$ cat src/rtl/hbp_pkg.sv
package hbp_pkg;
    // Shared constants and encodings for the breakpoint unit.
    localparam int NSLOT     = 4;
    localparam int REG_W     = 32;
    localparam int GD_BIT    = 8;
    localparam int BD_BIT    = 13;
    localparam int BS_BIT    = 14;
    localparam int TYPE_LSB  = 16;
    localparam int SLOT_STEP = 4;
    localparam int IDX_CTRL  = 4;
    localparam int IDX_STAT  = 5;

    typedef enum logic [1:0] {
        ACC_FETCH = 2'b00,
        ACC_WRITE = 2'b01,
        ACC_READ  = 2'b10,
        ACC_IO    = 2'b11
    } acc_kind_e;

    typedef enum logic [1:0] {
        BT_EXEC = 2'b00,
        BT_WR   = 2'b01,
        BT_IO   = 2'b10,
        BT_RW   = 2'b11
    } brk_type_e;

    // Byte-count-minus-one for a slot length code.
    function automatic logic [3:0] slot_len_mask(input logic [1:0] code);
        case (code)
            2'b00:   slot_len_mask = 4'd0;
            2'b01:   slot_len_mask = 4'd1;
            2'b10:   slot_len_mask = 4'd7;
            default: slot_len_mask = 4'd3;
        endcase
    endfunction

    // Byte-count-minus-one for an access size code.
    function automatic logic [3:0] acc_len_mask(input logic [1:0] code);
        case (code)
            2'b00:   acc_len_mask = 4'd0;
            2'b01:   acc_len_mask = 4'd1;
            2'b10:   acc_len_mask = 4'd3;
            default: acc_len_mask = 4'd7;
        endcase
    endfunction
endpackage

$ cat src/rtl/hbp_slot_cmp.sv
// Compares one observed access against one breakpoint slot.
// Assumes: address arithmetic does not wrap (one extra bit is carried).
// The hit is raw: enables are applied by the caller, the resume flag here.
module hbp_slot_cmp
    import hbp_pkg::*;
#(
    parameter int ADDR_W = 32
) (
    input  logic [ADDR_W-1:0] slot_addr,
    input  logic [1:0]        brk_type,
    input  logic [1:0]        brk_len,
    input  logic              acc_valid,
    input  logic [1:0]        acc_kind,
    input  logic [ADDR_W-1:0] acc_addr,
    input  logic [1:0]        acc_size,
    input  logic              io_dbg_en,
    input  logic              rf,
    output logic              hit
);
    logic [3:0]      s_mask;
    logic [ADDR_W:0] s_lo, s_hi, a_lo, a_hi;
    logic            type_ok;

    // Decide whether the access kind is one this slot's type can catch.
    always_comb begin
        case (brk_type_e'(brk_type))
            BT_EXEC: type_ok = (acc_kind == ACC_FETCH) && !rf;
            BT_WR:   type_ok = (acc_kind == ACC_WRITE);
            BT_IO:   type_ok = (acc_kind == ACC_IO) && io_dbg_en;
            default: type_ok = (acc_kind == ACC_WRITE) || (acc_kind == ACC_READ);
        endcase
    end

    // Build both byte ranges and test for overlap.
    always_comb begin
        s_mask = (brk_type == BT_EXEC) ? 4'd0 : slot_len_mask(brk_len);
        s_lo   = {1'b0, slot_addr & ~ADDR_W'(s_mask)};
        s_hi   = s_lo + (ADDR_W+1)'(s_mask);
        a_lo   = {1'b0, acc_addr};
        a_hi   = a_lo + (ADDR_W+1)'(acc_len_mask(acc_size));
        hit    = acc_valid && type_ok && (a_lo <= s_hi) && (s_lo <= a_hi);
    end
endmodule

$ cat src/rtl/hbp_step_ctl.sv
// Holds the trap and resume flags and produces the single-step trap.
// Assumes: instr_retire is a one-cycle pulse per retired instruction;
// a flag load takes priority over clearing in the same cycle.
module hbp_step_ctl (
    input  logic clk,
    input  logic rst_n,
    input  logic flag_load,
    input  logic tf_in,
    input  logic rf_in,
    input  logic instr_retire,
    output logic tf_q,
    output logic rf_q,
    output logic step_now,
    output logic step_trap
);
    assign step_now = tf_q && instr_retire;

    // Update flags and register the single-step trap.
    always_ff @(posedge clk) begin
        if (!rst_n) begin
            tf_q      <= 1'b0;
            rf_q      <= 1'b0;
            step_trap <= 1'b0;
        end else begin
            step_trap <= step_now;
            if (flag_load) begin
                tf_q <= tf_in;
                rf_q <= rf_in;
            end else begin
                if (step_now)     tf_q <= 1'b0;
                if (instr_retire) rf_q <= 1'b0;
            end
        end
    end
endmodule

$ cat src/rtl/hw_bkpt_unit.sv
// Four-slot breakpoint match unit with its control/status registers.
// Assumes: the core stalls on exec_fault and gd_fault, and takes
// data_trap / step_trap as debug exceptions when they are raised.
module hw_bkpt_unit
    import hbp_pkg::*;
#(
    parameter int ADDR_W = 32
) (
    input  logic              clk,
    input  logic              rst_n,
    input  logic              reg_valid,
    input  logic              reg_write,
    input  logic [2:0]        reg_idx,
    input  logic [31:0]       reg_wdata,
    input  logic [1:0]        reg_cpl,
    output logic [31:0]       reg_rdata,
    output logic              reg_ok,
    output logic              gd_fault,
    input  logic              acc_valid,
    input  logic [1:0]        acc_kind,
    input  logic [ADDR_W-1:0] acc_addr,
    input  logic [1:0]        acc_size,
    input  logic              io_dbg_en,
    output logic              exec_fault,
    output logic              data_trap,
    input  logic              task_switch,
    input  logic              flag_load,
    input  logic              tf_in,
    input  logic              rf_in,
    input  logic              instr_retire,
    output logic              tf_q,
    output logic              rf_q,
    output logic              step_trap
);
    logic [ADDR_W-1:0] slot_q [NSLOT];
    logic [REG_W-1:0]  ctrl_q, status_q, ctrl_d, status_d;
    logic [NSLOT-1:0]  raw_hit, en_hit;
    logic              step_now, wr_en;

    hbp_step_ctl u_step (
        .clk(clk), .rst_n(rst_n), .flag_load(flag_load), .tf_in(tf_in),
        .rf_in(rf_in), .instr_retire(instr_retire), .tf_q(tf_q),
        .rf_q(rf_q), .step_now(step_now), .step_trap(step_trap)
    );

    // One comparator per slot.
    for (genvar i = 0; i < NSLOT; i++) begin : g_slot
        hbp_slot_cmp #(.ADDR_W(ADDR_W)) u_cmp (
            .slot_addr(slot_q[i]),
            .brk_type (ctrl_q[TYPE_LSB + SLOT_STEP*i +: 2]),
            .brk_len  (ctrl_q[TYPE_LSB + SLOT_STEP*i + 2 +: 2]),
            .acc_valid(acc_valid), .acc_kind(acc_kind), .acc_addr(acc_addr),
            .acc_size (acc_size), .io_dbg_en(io_dbg_en), .rf(rf_q),
            .hit      (raw_hit[i])
        );
        assign en_hit[i] = raw_hit[i] && (ctrl_q[i] || ctrl_q[NSLOT + i]);
    end

    // Register-port gating: general detect first, then privilege.
    always_comb begin
        gd_fault = reg_valid && ctrl_q[GD_BIT];
        reg_ok   = reg_valid && !ctrl_q[GD_BIT] && (reg_cpl == 2'd0);
        wr_en    = reg_ok && reg_write;
    end

    // Read multiplexer.
    always_comb begin
        reg_rdata = '0;
        if (reg_ok) begin
            if (!reg_idx[2])               reg_rdata = REG_W'(slot_q[reg_idx[1:0]]);
            else if (reg_idx == IDX_CTRL)  reg_rdata = ctrl_q;
            else if (reg_idx == IDX_STAT)  reg_rdata = status_q;
        end
    end

    assign exec_fault = acc_valid && (acc_kind == ACC_FETCH) && (|en_hit);

    // Next control and status words from software and hardware events.
    always_comb begin
        ctrl_d   = ctrl_q;
        status_d = status_q;
        if (wr_en && reg_idx == IDX_CTRL) ctrl_d   = reg_wdata;
        if (wr_en && reg_idx == IDX_STAT) status_d = reg_wdata;
        if (gd_fault)    ctrl_d[GD_BIT] = 1'b0;
        if (task_switch) ctrl_d[NSLOT-1:0] = '0;
        status_d[NSLOT-1:0] = status_d[NSLOT-1:0] | raw_hit;
        if (gd_fault) status_d[BD_BIT] = 1'b1;
        if (step_now) status_d[BS_BIT] = 1'b1;
    end

    // State registers and the data trap.
    always_ff @(posedge clk) begin
        if (!rst_n) begin
            ctrl_q    <= '0;
            status_q  <= '0;
            data_trap <= 1'b0;
            for (int i = 0; i < NSLOT; i++) slot_q[i] <= '0;
        end else begin
            ctrl_q    <= ctrl_d;
            status_q  <= status_d;
            data_trap <= acc_valid && (acc_kind != ACC_FETCH) && (|en_hit);
            if (wr_en && !reg_idx[2]) slot_q[reg_idx[1:0]] <= reg_wdata[ADDR_W-1:0];
        end
    end
endmodule

$ cat config.mk
export PLATFORM = sky130hd
export DESIGN_NAME = hw_bkpt_unit
export DESIGN_NICKNAME = d
export VERILOG_FILES = /design/src/rtl/hbp_pkg.sv /design/src/rtl/hbp_slot_cmp.sv /design/src/rtl/hbp_step_ctl.sv /design/src/rtl/hw_bkpt_unit.sv
export SDC_FILE = /design/constraint.sdc
export NUM_CORES = 1
export LEC_CHECK = 0
export BUFFER_PORTS_ARGS = -buffer_cell sky130_fd_sc_hd__buf_2
export CAP_MARGIN = 10
export CORE_ASPECT_RATIO = 0.5
export CORE_MARGIN = 8
export CORE_UTILIZATION = 30
export CTS_CLUSTER_DIAMETER = 30
export DETAILED_ROUTE_END_ITERATION = 10
export PLACE_DENSITY = 0.48
export SYNTH_ARGS = -nofsm -noshare
export SYNTH_HDL_FRONTEND = slang
export SYNTH_SLANG_ARGS = --single-unit
$ cat constraint.sdc
create_clock -name clk -period 6.9 [get_ports clk]
set_input_delay 0 -clock clk [delete_from_list [all_inputs] [get_ports clk]]
set_output_delay 0 -clock clk [all_outputs]
set_load 0.02 [all_outputs]
==> results of run 1 <==
-- state kept, by name, summed over array words and instances, names as in the netlist --
signal	flops
status_q	32
u_step.rf_q	1
slot_q	128
u_step.step_trap	1
u_step.tf_q	1
ctrl_q	32
data_trap	1
-- per-layer routing --
metal | up-vias | track usage | wire length [um]
li1 | 7033 | - | -
met5 | - | 0 | 0
met1 | 7745 | 0.384 | 39900
met3 | 49 | 0.0524 | 7070
met2 | 691 | 0.314 | 29100
met4 | 0 | 0.0312 | 697
-- kinds of logic after synthesis --
family	after synthesis
other	1
multiplexers	68
buffers and inverters	181
XOR/XNOR	90
AO/OA/AOI/OAI	352
adder cells (fa/ha/maj)	267
flip-flops	196
AND/OR/NAND/NOR	696
-- where the power goes --
group | leakage [nW] | internal (mW) | switching (mW)
Combinational | 5.73 | 0.295 | 0.486
Clock | 0.291 | 0.518 | 0.546
Sequential | 1.77 | 1.29 | 0.0923
-- stage by stage --
step                std cells  area (um2)  hold WS [ns]  setup slack, ns  utilization
floorplan                1854       16600         0.118             2.77            -
global placement         2693       18100         0.234             1.72        0.329
global route             2770       19200       0.00761             1.32        0.348
CTS                      2769       19200       0.00386             1.61        0.348
detailed placement       2693       18100         0.240             1.63        0.329
finish                   2771       19200      -0.00814             1.47        0.348
-- layout by cell type (no fill, tap or decap), drive strengths merged, types with 46 or more instances in the layout --
cell type	netlist	routed
a21oi	151	151
buf	4	142
dfxtp	68	68
edfxtp	128	128
ha	266	266
inv	121	126
nand2	253	253
nand3	51	51
nand4	77	77
nor2	210	210
o21ai	49	49
xnor2	46	46
-- critical path, cell delays in order --
cell and delay [ns]:
sky130_fd_sc_hd__buf_2 0.27, sky130_fd_sc_hd__nand4_1 0.20, sky130_fd_sc_hd__nor2_1 0.69, sky130_fd_sc_hd__nand3_1 0.32, sky130_fd_sc_hd__nor3_1 0.46, sky130_fd_sc_hd__and3_1 0.26
sky130_fd_sc_hd__and2_1 0.26, sky130_fd_sc_hd__nand4_1 0.14, sky130_fd_sc_hd__xor2_1 0.39, sky130_fd_sc_hd__ha_1 0.19, sky130_fd_sc_hd__nand2_1 0.07, sky130_fd_sc_hd__or2_2 0.34
sky130_fd_sc_hd__nor4_1 0.51, sky130_fd_sc_hd__inv_1 0.10, sky130_fd_sc_hd__o311ai_1 0.48, sky130_fd_sc_hd__a211oi_2 0.16, sky130_fd_sc_hd__a221oi_2 0.27, sky130_fd_sc_hd__a21boi_1 0.11
sky130_fd_sc_hd__buf_2 0.17
-- final cells by class --
class,instances,area (um2)
Antenna cell,2,5.00
Clock buffer,20,479
Clock inverter,12,113
Fill cell,5682,35900
Inverter,122,458
Multi-Input combinational cell,1477,10700
Sequential cell,196,5200
Tap cell,756,946
Timing Repair Buffer,186,1200
-- how the worst max path moves through the flow --
stage | cells past startpoint | endpoint | start | slack (ns)
2_1_floorplan | 5 | slot_q[3][0] | reg_idx[0] | 2.77
5_1_grt | 19 | exec_fault | acc_addr[7] | 1.32
6_report | 19 | exec_fault | acc_addr[7] | 1.47
3_5_place_dp | 19 | exec_fault | acc_addr[7] | 1.63
4_1_cts | 19 | exec_fault | acc_addr[7] | 1.61
3_3_place_gp | 19 | exec_fault | acc_addr[7] | 1.72
==> impl_table.tex, run 1 <==
\begin{tabular}{lr}
\hline
Metric & Value \\
\hline
\multicolumn{2}{l}{\textbf{Die}} \\
Starting density of the core & 0.301 \\
IO Count & 123 \\
Die span in x & around 350 um \\
Height of the die & around 180 um \\
Placement row count & 61 \\
Core Footprint & 55000 um2 \\
Die ar. & around 63000 um2 \\
\multicolumn{2}{l}{\textbf{STA}} \\
Shortest clock period the worst path allows after layout & 5.43 ns \\
Final period utilization & 0.786 \\
Max-slew violation count & 0 \\
Endpoints failing hold & 1 \\
Number of endpoints failing setup at the final stage & 0 \\
Hold\_ws & -0.00814 ns \\
Headroom to the max-slew limit & 0.215 \\
Post-route clock skew & 0.0242 ns \\
Least-Margin Pin Slew & between 1 and 1.5 ns \\
Sum of negative setup slack & 0 ns \\
Maximum clock frequency & around 180 MHz \\
Unrepaired setup endpoints after global routing & no \\
\multicolumn{2}{l}{\textbf{Synthesis}} \\
Multiplexer share of the synthesized area & 0.0680 \\
XOR/XNOR Fraction of Synth Area & 0.0476 \\
Synth Area in Adders & 0.202 \\
Post-synth EDFFs & around 130 \\
Distinct cell type count of the synthesized netlist & between 70 and 80 \\
Most frequent cells after synthesis & sky130\_fd\_sc\_hd\_\_ha\_1, sky130\_fd\_sc\_hd\_\_nand2\_1, sky130\_fd\_sc\_hd\_\_nor2\_1 \\
Dominant combinational cell family by area after synthesis & adder cells \\
Synthesis warning total & 0 \\
Cell type with the largest total area after synthesis & sky130\_fd\_sc\_hd\_\_edfxtp\_1 \\
Leading register cell type out of synthesis & sky130\_fd\_sc\_hd\_\_edfxtp\_1 \\
Average footprint of a synthesized cell & about 8.9 um2 \\
Basic-gate share of the synthesized area counting and, or, nand and nor cells & 0.192 \\
Post-synthesis sequential area ratio & 0.315 \\
Fraction of synthesis flops using an asynchronous set or reset pin & 0 \\
Flip-flop and latch count after synthesis & approximately 200 \\
Most common cell in the netlist & sky130\_fd\_sc\_hd\_\_ha\_1 \\
Synthesized area & 16500 um2 \\
Cell count after synthesis & $\sim$1900 \\
Fraction of the mapped netlist area in compound gates & 0.135 \\
Top cells by area, synth & sky130\_fd\_sc\_hd\_\_edfxtp\_1, sky130\_fd\_sc\_hd\_\_ha\_1, sky130\_fd\_sc\_hd\_\_dfxtp\_1 \\
Share of the synthesized area in the top cell type & 0.232 \\
\multicolumn{2}{l}{\textbf{Detailed routing}} \\
DRT Pass-1 Iters & 5 \\
Vias after detailed routing & about 16000 \\
DR WL/cell & 27.7 um \\
Post-route DRC violation count & 0 \\
Antenna-violating nets left & 0 \\
Initial DRC count & 2063 \\
WL final & 76.7 mm \\
Via density per instance & about 5.6 \\
\multicolumn{2}{l}{\textbf{Worst hold path}} \\
Worst hold path cell count & 3 \\
Startpoint of the worst hold path & instr\_retire \\
Worst Hold End & u\_step.step\_trap \\
Class of the tightest hold or removal check & in2reg \\
\multicolumn{2}{l}{\textbf{Setup path}} \\
Data required time of the critical path & roughly 7 ns \\
Start of the worst register-to-register path & ctrl\_q[25] \\
Critical path arrival & about 5.4 ns \\
Critical Path End Type & output pin \\
Worst reg2reg endpoint & data\_trap \\
Worst Setup Path Type & in2out \\
CP Launch Type & input pin \\
Worst reg2reg path depth & 13 \\
Worst setup slack for register-to-register paths & roughly 2.7 ns \\
Largest driver fanout on the critical path & 9 \\
\multicolumn{2}{l}{\textbf{Global route}} \\
Aggregate global-route resource usage & 0.236 \\
Antenna violations before repair & 5 \\
Maximum number of pins on one net before global-route repair & between 60 and 70 \\
Total congestion overflow after global routing & 0 \\
Global-route wire length before repair & around 110 mm \\
Via count of the first global-routing pass & between 10000 and 15000 \\
\multicolumn{2}{l}{\textbf{Clocking}} \\
Clock root buffer & sky130\_fd\_sc\_hd\_\_clkbuf\_16 \\
Clock latency of the later-clocked register in the worst-skew pair & between 0.4 and 0.5 ns \\
TritonCTS sink count & 196 \\
Clock-pin slew on the worst setup and hold paths & 0.09 ns \\
CTS H-tree depth & 4 \\
Bufs on Longest Clock Path & 2 \\
Number of gates resized after cts & 0 \\
Post-CTS Hold Fix Bufs & 44 \\
Number of post-CTS setup repair buffers & 0 \\
TritonCTS clock tree & built \\
Num CTS Buffers & 17 \\
\multicolumn{2}{l}{\textbf{Run}} \\
Max-cap violation count & 0 \\
\multicolumn{2}{l}{\textbf{Placed design}} \\
Estimated wirelength of the detail-placed design & roughly 60 mm \\
RePlAce Congestion & between 0.9 and 1 \\
Count of port buffers added during placement & $\sim$120 \\
\multicolumn{2}{l}{\textbf{Pwr}} \\
Leakage component of the power & 7.79 nW \\
Pwr dens & approximately 170 nW/um2 \\
Maximum ir drop on the vdd rail & between 150 and 200 uV \\
Total power draw & 3.23 mW \\
\multicolumn{2}{l}{\textbf{Status}} \\
Status & finished, violations left \\
Violations in the final reports & negative hold slack \\
\multicolumn{2}{l}{\textbf{Layout}} \\
Layout Area Growth over Synthesis & 15.8\% \\
Net count reported at finish & around 2400 \\
Fraction of layout cells with a size suffix above 1 & 0.142 \\
\hline
\end{tabular}
Power figures use the tool's default switching activity.
==> inputs of run 2 (changes only) <==
Settings changed: PLACE_DENSITY 0.48 to 0.49.
Clock period 6.9 ns to 4.7 ns, I/O delays scaled along.
==> impl_table.tex, run 2 (synthesis gave the netlist of run 1 again) <==
\begin{tabular}{lr}
\hline
Metric & Value \\
\hline
\multicolumn{2}{l}{\textbf{Status}} \\
Status & completed \\
\multicolumn{2}{l}{\textbf{STA}} \\
Unrepaired setup endpoints after global routing & no \\
Least-Margin Pin Slew & approximately 1.2 ns \\
Endpoints failing hold & 0 \\
Max-slew violation count & 0 \\
Headroom to the max-slew limit & 0.180 \\
Post-route clock skew & about 0.014 ns \\
Final period utilization & 0.947 \\
Maximum clock frequency & about 220 MHz \\
Sum of negative setup slack & 0 ns \\
Hold\_ws & around 0.054 ns \\
Number of endpoints failing setup at the final stage & 0 \\
Shortest clock period the worst path allows after layout & 4.45 ns \\
\multicolumn{2}{l}{\textbf{Setup path}} \\
CP Launch Type & input pin \\
Critical path arrival & approximately 4.5 ns \\
Largest driver fanout on the critical path & 4 \\
Worst reg2reg path depth & 13 \\
Worst Setup Path Type & in2out \\
Cell with the largest stage delay on the worst path & sky130\_fd\_sc\_hd\_\_xor2\_1 \\
Worst reg2reg endpoint & data\_trap \\
Data required time of the critical path & around 4.7 ns \\
Critical Path End Type & output pin \\
Cell-by-cell trace of the critical path & buf\_2, or2\_2, ha\_1, inv\_1, fa\_1, nand2b\_1, nand2\_1, nand4\_1, xor2\_1, ha\_1, nand4\_1, nor2\_1, and3b\_1, o41ai\_1, buf\_4, a311oi\_1, nor3\_1, buf\_4, o211ai\_1, a21boi\_1, buf\_2 \\
Start of the worst register-to-register path & ctrl\_q[25] \\
Worst setup slack for register-to-register paths & around 0.81 ns \\
Maximum cell stage delay along the critical path & approximately 0.55 ns \\
\multicolumn{2}{l}{\textbf{Layout}} \\
Flip-flop count of the largest register, all copies and words added & 128 \\
Fraction of layout cells with a size suffix above 1 & 0.158 \\
Area of all placed cells without fillers & 19500 um2 \\
Antenna diode instance count & 0 \\
Register with the most flip-flops & slot\_q \\
Commonest non-fill, non-tap cell in the layout & sky130\_fd\_sc\_hd\_\_ha\_1 \\
Net count reported at finish & 2382 \\
Layout Area Growth over Synthesis & 17.7\% \\
Most frequent cells in the layout & sky130\_fd\_sc\_hd\_\_ha\_1, sky130\_fd\_sc\_hd\_\_nand2\_1, sky130\_fd\_sc\_hd\_\_nor2\_1 \\
Largest registers ranked by flip-flop count & slot\_q x128, ctrl\_q x32, status\_q x32 \\
\multicolumn{2}{l}{\textbf{Die}} \\
Die span in x & between 300 and 400 um \\
Height of the die & about 180 um \\
Starting density of the core & 0.301 \\
IO Count & 123 \\
Core Footprint & roughly 55000 um2 \\
Die ar. & 63400 um2 \\
Placement row count & 61 \\
\multicolumn{2}{l}{\textbf{Pwr}} \\
Maximum ir drop on the vdd rail & between 150 and 200 uV \\
Pwr dens & 247 nW/um2 \\
Leakage component of the power & approximately 8 nW \\
Total power draw & roughly 4.8 mW \\
\multicolumn{2}{l}{\textbf{Worst hold path}} \\
Worst Hold End & u\_step.step\_trap \\
Worst hold path cell count & 3 \\
Class of the tightest hold or removal check & in2reg \\
Startpoint of the worst hold path & instr\_retire \\
\multicolumn{2}{l}{\textbf{Placed design}} \\
Estimated wirelength of the detail-placed design & 60.5 mm \\
Dpl cell area & around 18000 um2 \\
Count of port buffers added during placement & between 100 and 150 \\
RePlAce Congestion & slightly below 1 \\
\multicolumn{2}{l}{\textbf{Detailed routing}} \\
Via density per instance & 5.65 \\
Initial DRC count & between 2000 and 2500 \\
DRT Pass-1 Iters & 6 \\
DR WL/cell & 27.4 um \\
Vias after detailed routing & 15800 \\
Post-route DRC violation count & 0 \\
WL final & roughly 77 mm \\
Antenna-violating nets left & 0 \\
\multicolumn{2}{l}{\textbf{Global route}} \\
Global-route wire length before repair & roughly 110 mm \\
Aggregate global-route resource usage & 0.237 \\
Antenna violations before repair & 3 \\
Via count of the first global-routing pass & $\sim$15000 \\
Maximum number of pins on one net before global-route repair & 63 \\
Total congestion overflow after global routing & 0 \\
\multicolumn{2}{l}{\textbf{Clocking}} \\
CTS H-tree depth & 4 \\
TritonCTS sink count & 196 \\
Clock root buffer & sky130\_fd\_sc\_hd\_\_clkbuf\_16 \\
Bufs on Longest Clock Path & 2 \\
Clock-pin slew on the worst setup and hold paths & approximately 0.09 ns \\
TritonCTS clock tree & built \\
Clock latency of the later-clocked register in the worst-skew pair & roughly 0.48 ns \\
Num CTS Buffers & 17 \\
\multicolumn{2}{l}{\textbf{Run}} \\
Max-cap violation count & 0 \\
\hline
\end{tabular}
[run 2: cell count changes in the layout (fill, tap and decap cells not counted), sizes merged]
| cell | previous run | this run |
|---|---|---|
| buf | 142 | 172 |
| inv | 126 | 129 |
| clkbuf | 20 | 18 |
| diode | 2 | 0 |
| clkinv | 8 | 7 |
| dlygate4sd3 | 44 | 45 |
[run 2: how the worst max path moves through the flow]
stage	to	from	slack, ns
3_3_place_gp	exec_fault	acc_size[1]	0.03
3_5_place_dp	exec_fault	acc_size[1]	0.04
5_1_grt	exec_fault	acc_size[1]	0.07
2_1_floorplan	slot_q[3][0]	reg_idx[0]	0.57
4_1_cts	exec_fault	acc_size[1]	0.03
6_report	exec_fault	acc_size[1]	0.25
[run 2: final cells by class]
type                            count  area, um2
Sequential cell                   196       5200
Clock buffer                       18        439
Fill cell                        5689      35500
Tap cell                          756        946
Inverter                          122        458
Timing Repair Buffer              217       1480
Clock inverter                     14        175
Multi-Input combinational cell   1477      10800
[run 2: repair_timing]
action	in CTS	in global routing
endpoints found under the hold margin	163	0
setup endpoints to repair	0	1
hold buffers	45	0
resized for setup	0	6
setup buffers	0	0
[run 2: through the flow]
stage	setup WS, ns	std cells	util
6_report	0.250	2800	0.354
5_1_grt	0.0685	2800	0.354
4_1_cts	0.0268	2800	0.353
3_5_place_dp	0.0352	2723	0.334
3_3_place_gp	0.0286	2723	0.334
2_1_floorplan	0.571	1854	-
[run 2: where the power goes]
| part | switching (mW) | leakage (nW) | internal (mW) | total, mW |
|---|---|---|---|---|
| logic | 0.717 | 5.91 | 0.456 | 1.17 |
| clock network | 0.861 | 0.299 | 0.741 | 1.60 |
| registers | 0.132 | 1.77 | 1.90 | 2.03 |
| total | 1.71 | 7.97 | 3.10 | 4.81 |
[run 2: critical path: cells and delay by family]
family          cells  cell delay [ns]
simple gates        8             1.36
fa+ha+maj           3             0.91
compound gates      4             0.88
buf+inv             5             0.76
xor+xnor            1             0.55
[run 2: per-layer routing]
| layer | part of all wire | up-vias | routed length [um] | GRT usage |
|---|---|---|---|---|
| met5 | 0.00035 | - | 27 | 0 |
| met4 | 0.010 | 4 | 788 | 0.0366 |
| met3 | 0.10 | 52 | 7980 | 0.0569 |
| met2 | 0.38 | 774 | 29000 | 0.314 |
| met1 | 0.51 | 7886 | 38900 | 0.380 |
| li1 | - | 7095 | - | - |
==> inputs of run 3 (changes only) <==
Settings changed: PLACE_DENSITY 0.49 to 0.48.
Clock period 4.7 ns to 4.6 ns, I/O delays scaled along.
==> impl_table.tex, run 3 (synthesis gave the netlist of run 1 again) <==
\begin{tabular}{lr}
\hline
Metric & Value \\
\hline
\multicolumn{2}{l}{\textbf{Placed design}} \\
RePlAce Congestion & about 0.95 \\
Estimated wirelength of the detail-placed design & between 60 and 70 mm \\
Count of port buffers added during placement & around 120 \\
\multicolumn{2}{l}{\textbf{Global route}} \\
Total congestion overflow after global routing & 0 \\
Global-route wire length before repair & $\sim$110 mm \\
Antenna violations before repair & 6 \\
Via count of the first global-routing pass & approximately 15000 \\
Maximum number of pins on one net before global-route repair & 63 \\
Aggregate global-route resource usage & 0.239 \\
\multicolumn{2}{l}{\textbf{Setup path}} \\
Category of cells accounting for the largest share of critical-path delay & simple AND/OR/NAND/NOR gates \\
Setup crit start & acc\_size[1] \\
Critical Path End Type & output pin \\
Worst setup slack for register-to-register paths & $\sim$0.94 ns \\
Worst reg2reg path depth & 10 \\
Cell-by-cell trace of the critical path & buf\_2, or2\_2, ha\_1, inv\_1, fa\_1, nand2b\_1, a21boi\_1, buf\_4, nand4\_1, xor2\_1, ha\_1, nand4\_1, nor2\_1, and3b\_1, o41ai\_2, buf\_4, a311oi\_1, nor3\_1, buf\_4, o211ai\_1, a21boi\_1, buf\_2 \\
CP Launch Type & input pin \\
Cell depth of the worst setup path & 22 \\
Worst path most repeated cell & sky130\_fd\_sc\_hd\_\_buf\_4 \\
Number of buffer and inverter instances along the worst setup path & 6 \\
Largest driver fanout on the critical path & 8 \\
Critical path arrival & 4.32 ns \\
Worst reg2reg endpoint & data\_trap \\
Last element of the critical path & exec\_fault \\
Cell with the largest stage delay on the worst path & sky130\_fd\_sc\_hd\_\_fa\_1 \\
Start of the worst register-to-register path & slot\_q[0][28] \\
Worst Setup Path Type & in2out \\
Maximum cell stage delay along the critical path & around 0.40 ns \\
Data required time of the critical path & roughly 4.6 ns \\
\multicolumn{2}{l}{\textbf{STA}} \\
Final period utilization & 0.939 \\
Shortest clock period the worst path allows after layout & $\sim$4.3 ns \\
Maximum clock frequency & around 230 MHz \\
Sum of negative setup slack & 0 ns \\
Least-Margin Pin Slew & 1.34 ns \\
Number of endpoints failing setup at the final stage & 0 \\
Max-slew violation count & 0 \\
Post-route clock skew & roughly 0.016 ns \\
Unrepaired setup endpoints after global routing & no \\
Headroom to the max-slew limit & 0.0994 \\
Endpoints failing hold & 0 \\
\multicolumn{2}{l}{\textbf{Detailed routing}} \\
Post-route DRC violation count & 0 \\
DRT Pass-1 Iters & 6 \\
Antenna-violating nets left & 0 \\
Initial DRC count & 1689 \\
DR WL/cell & roughly 28 um \\
Vias after detailed routing & 15600 \\
WL final & 77.5 mm \\
Via density per instance & 5.57 \\
\multicolumn{2}{l}{\textbf{Die}} \\
Starting density of the core & 0.301 \\
Core Footprint & 55000 um2 \\
Die span in x & between 300 and 400 um \\
Height of the die & around 180 um \\
Die ar. & between 60000 and 70000 um2 \\
Placement row count & between 60 and 70 \\
IO Count & between 100 and 150 \\
\multicolumn{2}{l}{\textbf{Clocking}} \\
Num CTS Buffers & 17 \\
TritonCTS sink count & 196 \\
Bufs on Longest Clock Path & 2 \\
Number of post-CTS setup repair buffers & 0 \\
TritonCTS clock tree & built \\
Clock-pin slew on the worst setup and hold paths & $\sim$0.090 ns \\
CTS H-tree depth & 4 \\
Clock latency of the later-clocked register in the worst-skew pair & 0.48 ns \\
Clock root buffer & sky130\_fd\_sc\_hd\_\_clkbuf\_16 \\
\multicolumn{2}{l}{\textbf{Pwr}} \\
Maximum ir drop on the vdd rail & slightly below 200 uV \\
Pwr dens & approximately 250 nW/um2 \\
Leakage component of the power & $\sim$8 nW \\
\multicolumn{2}{l}{\textbf{Layout}} \\
Total of fill cells in the finished design & between 5000 and 6000 \\
Most frequent cells in the layout & sky130\_fd\_sc\_hd\_\_ha\_1, sky130\_fd\_sc\_hd\_\_nand2\_1, sky130\_fd\_sc\_hd\_\_nor2\_1 \\
Post-layout util & 0.355 \\
Largest registers ranked by flip-flop count & slot\_q x128, ctrl\_q x32, status\_q x32 \\
Fraction of layout cells with a size suffix above 1 & 0.160 \\
Commonest non-fill, non-tap cell in the layout & sky130\_fd\_sc\_hd\_\_ha\_1 \\
Net count reported at finish & 2384 \\
Register with the most flip-flops & slot\_q \\
Flip-flop count of the largest register, all copies and words added & between 100 and 150 \\
Layout Area Growth over Synthesis & 18.0\% \\
\multicolumn{2}{l}{\textbf{Status}} \\
Status & completed \\
\multicolumn{2}{l}{\textbf{Worst hold path}} \\
Class of the tightest hold or removal check & in2reg \\
\multicolumn{2}{l}{\textbf{Run}} \\
Max-cap violation count & 0 \\
\hline
\end{tabular}
run 3: cell types whose count changed in the layout (fill, tap and decap cells not counted), sizes merged:
cell	before	now
buf	172	174
clkinv	7	5
diode	0	1
inv	129	131
run 3: where the power goes:
| part | total [mW] | leakage (nW) | switching, mW | internal (mW) |
|---|---|---|---|---|
| logic | 1.21 | 5.94 | 0.743 | 0.467 |
| clock network | 1.65 | 0.300 | 0.885 | 0.762 |
| registers | 2.08 | 1.77 | 0.139 | 1.94 |
run 3: per-stage QoR:
step           cells  instance area, um2  hold WS (ns)  setup WS [ns]  total power, mW
6_report        2803               19500        0.0234          0.280             4.94
5_1_grt         2803               19500        0.0245        0.00212             5.13
4_1_cts         2802               19500        0.0213         0.0888             4.91
3_5_place_dp    2725               18400         0.239        -0.0442             3.25
3_3_place_gp    2725               18400         0.237        -0.0673             3.24
2_1_floorplan   1854               16600         0.118          0.471             2.71
run 3: worst min-delay path, stage by stage:
cell	delay [ns]
sky130_fd_sc_hd__buf_2	0.12
sky130_fd_sc_hd__nand2_1	0.26
sky130_fd_sc_hd__nor2_1	0.07
run 3: what timing repair did:
item                       in CTS  in global routing
resized for setup               1                  9
hold endpoints to repair      149                  0
cloned                          0                  0
setup endpoints to repair       1                  1
hold buffers                   45                  0
run 3: per-layer routing:
| layer | track usage | wire (um) | up-vias |
|---|---|---|---|
| met2 | 0.318 | 29300 | 689 |
| met3 | 0.0836 | 8420 | 75 |
| met4 | 0.0452 | 1170 | 14 |
| li1 | - | - | 7110 |
| met1 | 0.363 | 38500 | 7727 |
| met5 | 0 | 94 | - |
run 3: how the worst min path moves through the flow:
stage / from / endpoint / slack (ns) / cells past startpoint
4_1_cts: instr_retire / u_step.step_trap / 0.02 / 3
3_3_place_gp: tf_in / u_step.tf_q / 0.24 / 3
6_report: instr_retire / u_step.step_trap / 0.02 / 3
5_1_grt: instr_retire / u_step.step_trap / 0.02 / 3
2_1_floorplan: rst_n / status_q[0] / 0.12 / 1
3_5_place_dp: rf_in / u_step.rf_q / 0.24 / 3
run 3: area by class of cell:
cell class	count	area, um2	area share
multi-input cells	1477	10800	0.554
diodes	1	2.50	0.000128
clock buffers	18	439	0.0225
inverters	122	458	0.0235
well taps	756	946	0.0484
clock inverters	14	175	0.00897
flip-flops and latches	196	5200	0.267
repair buffers	219	1490	0.0764
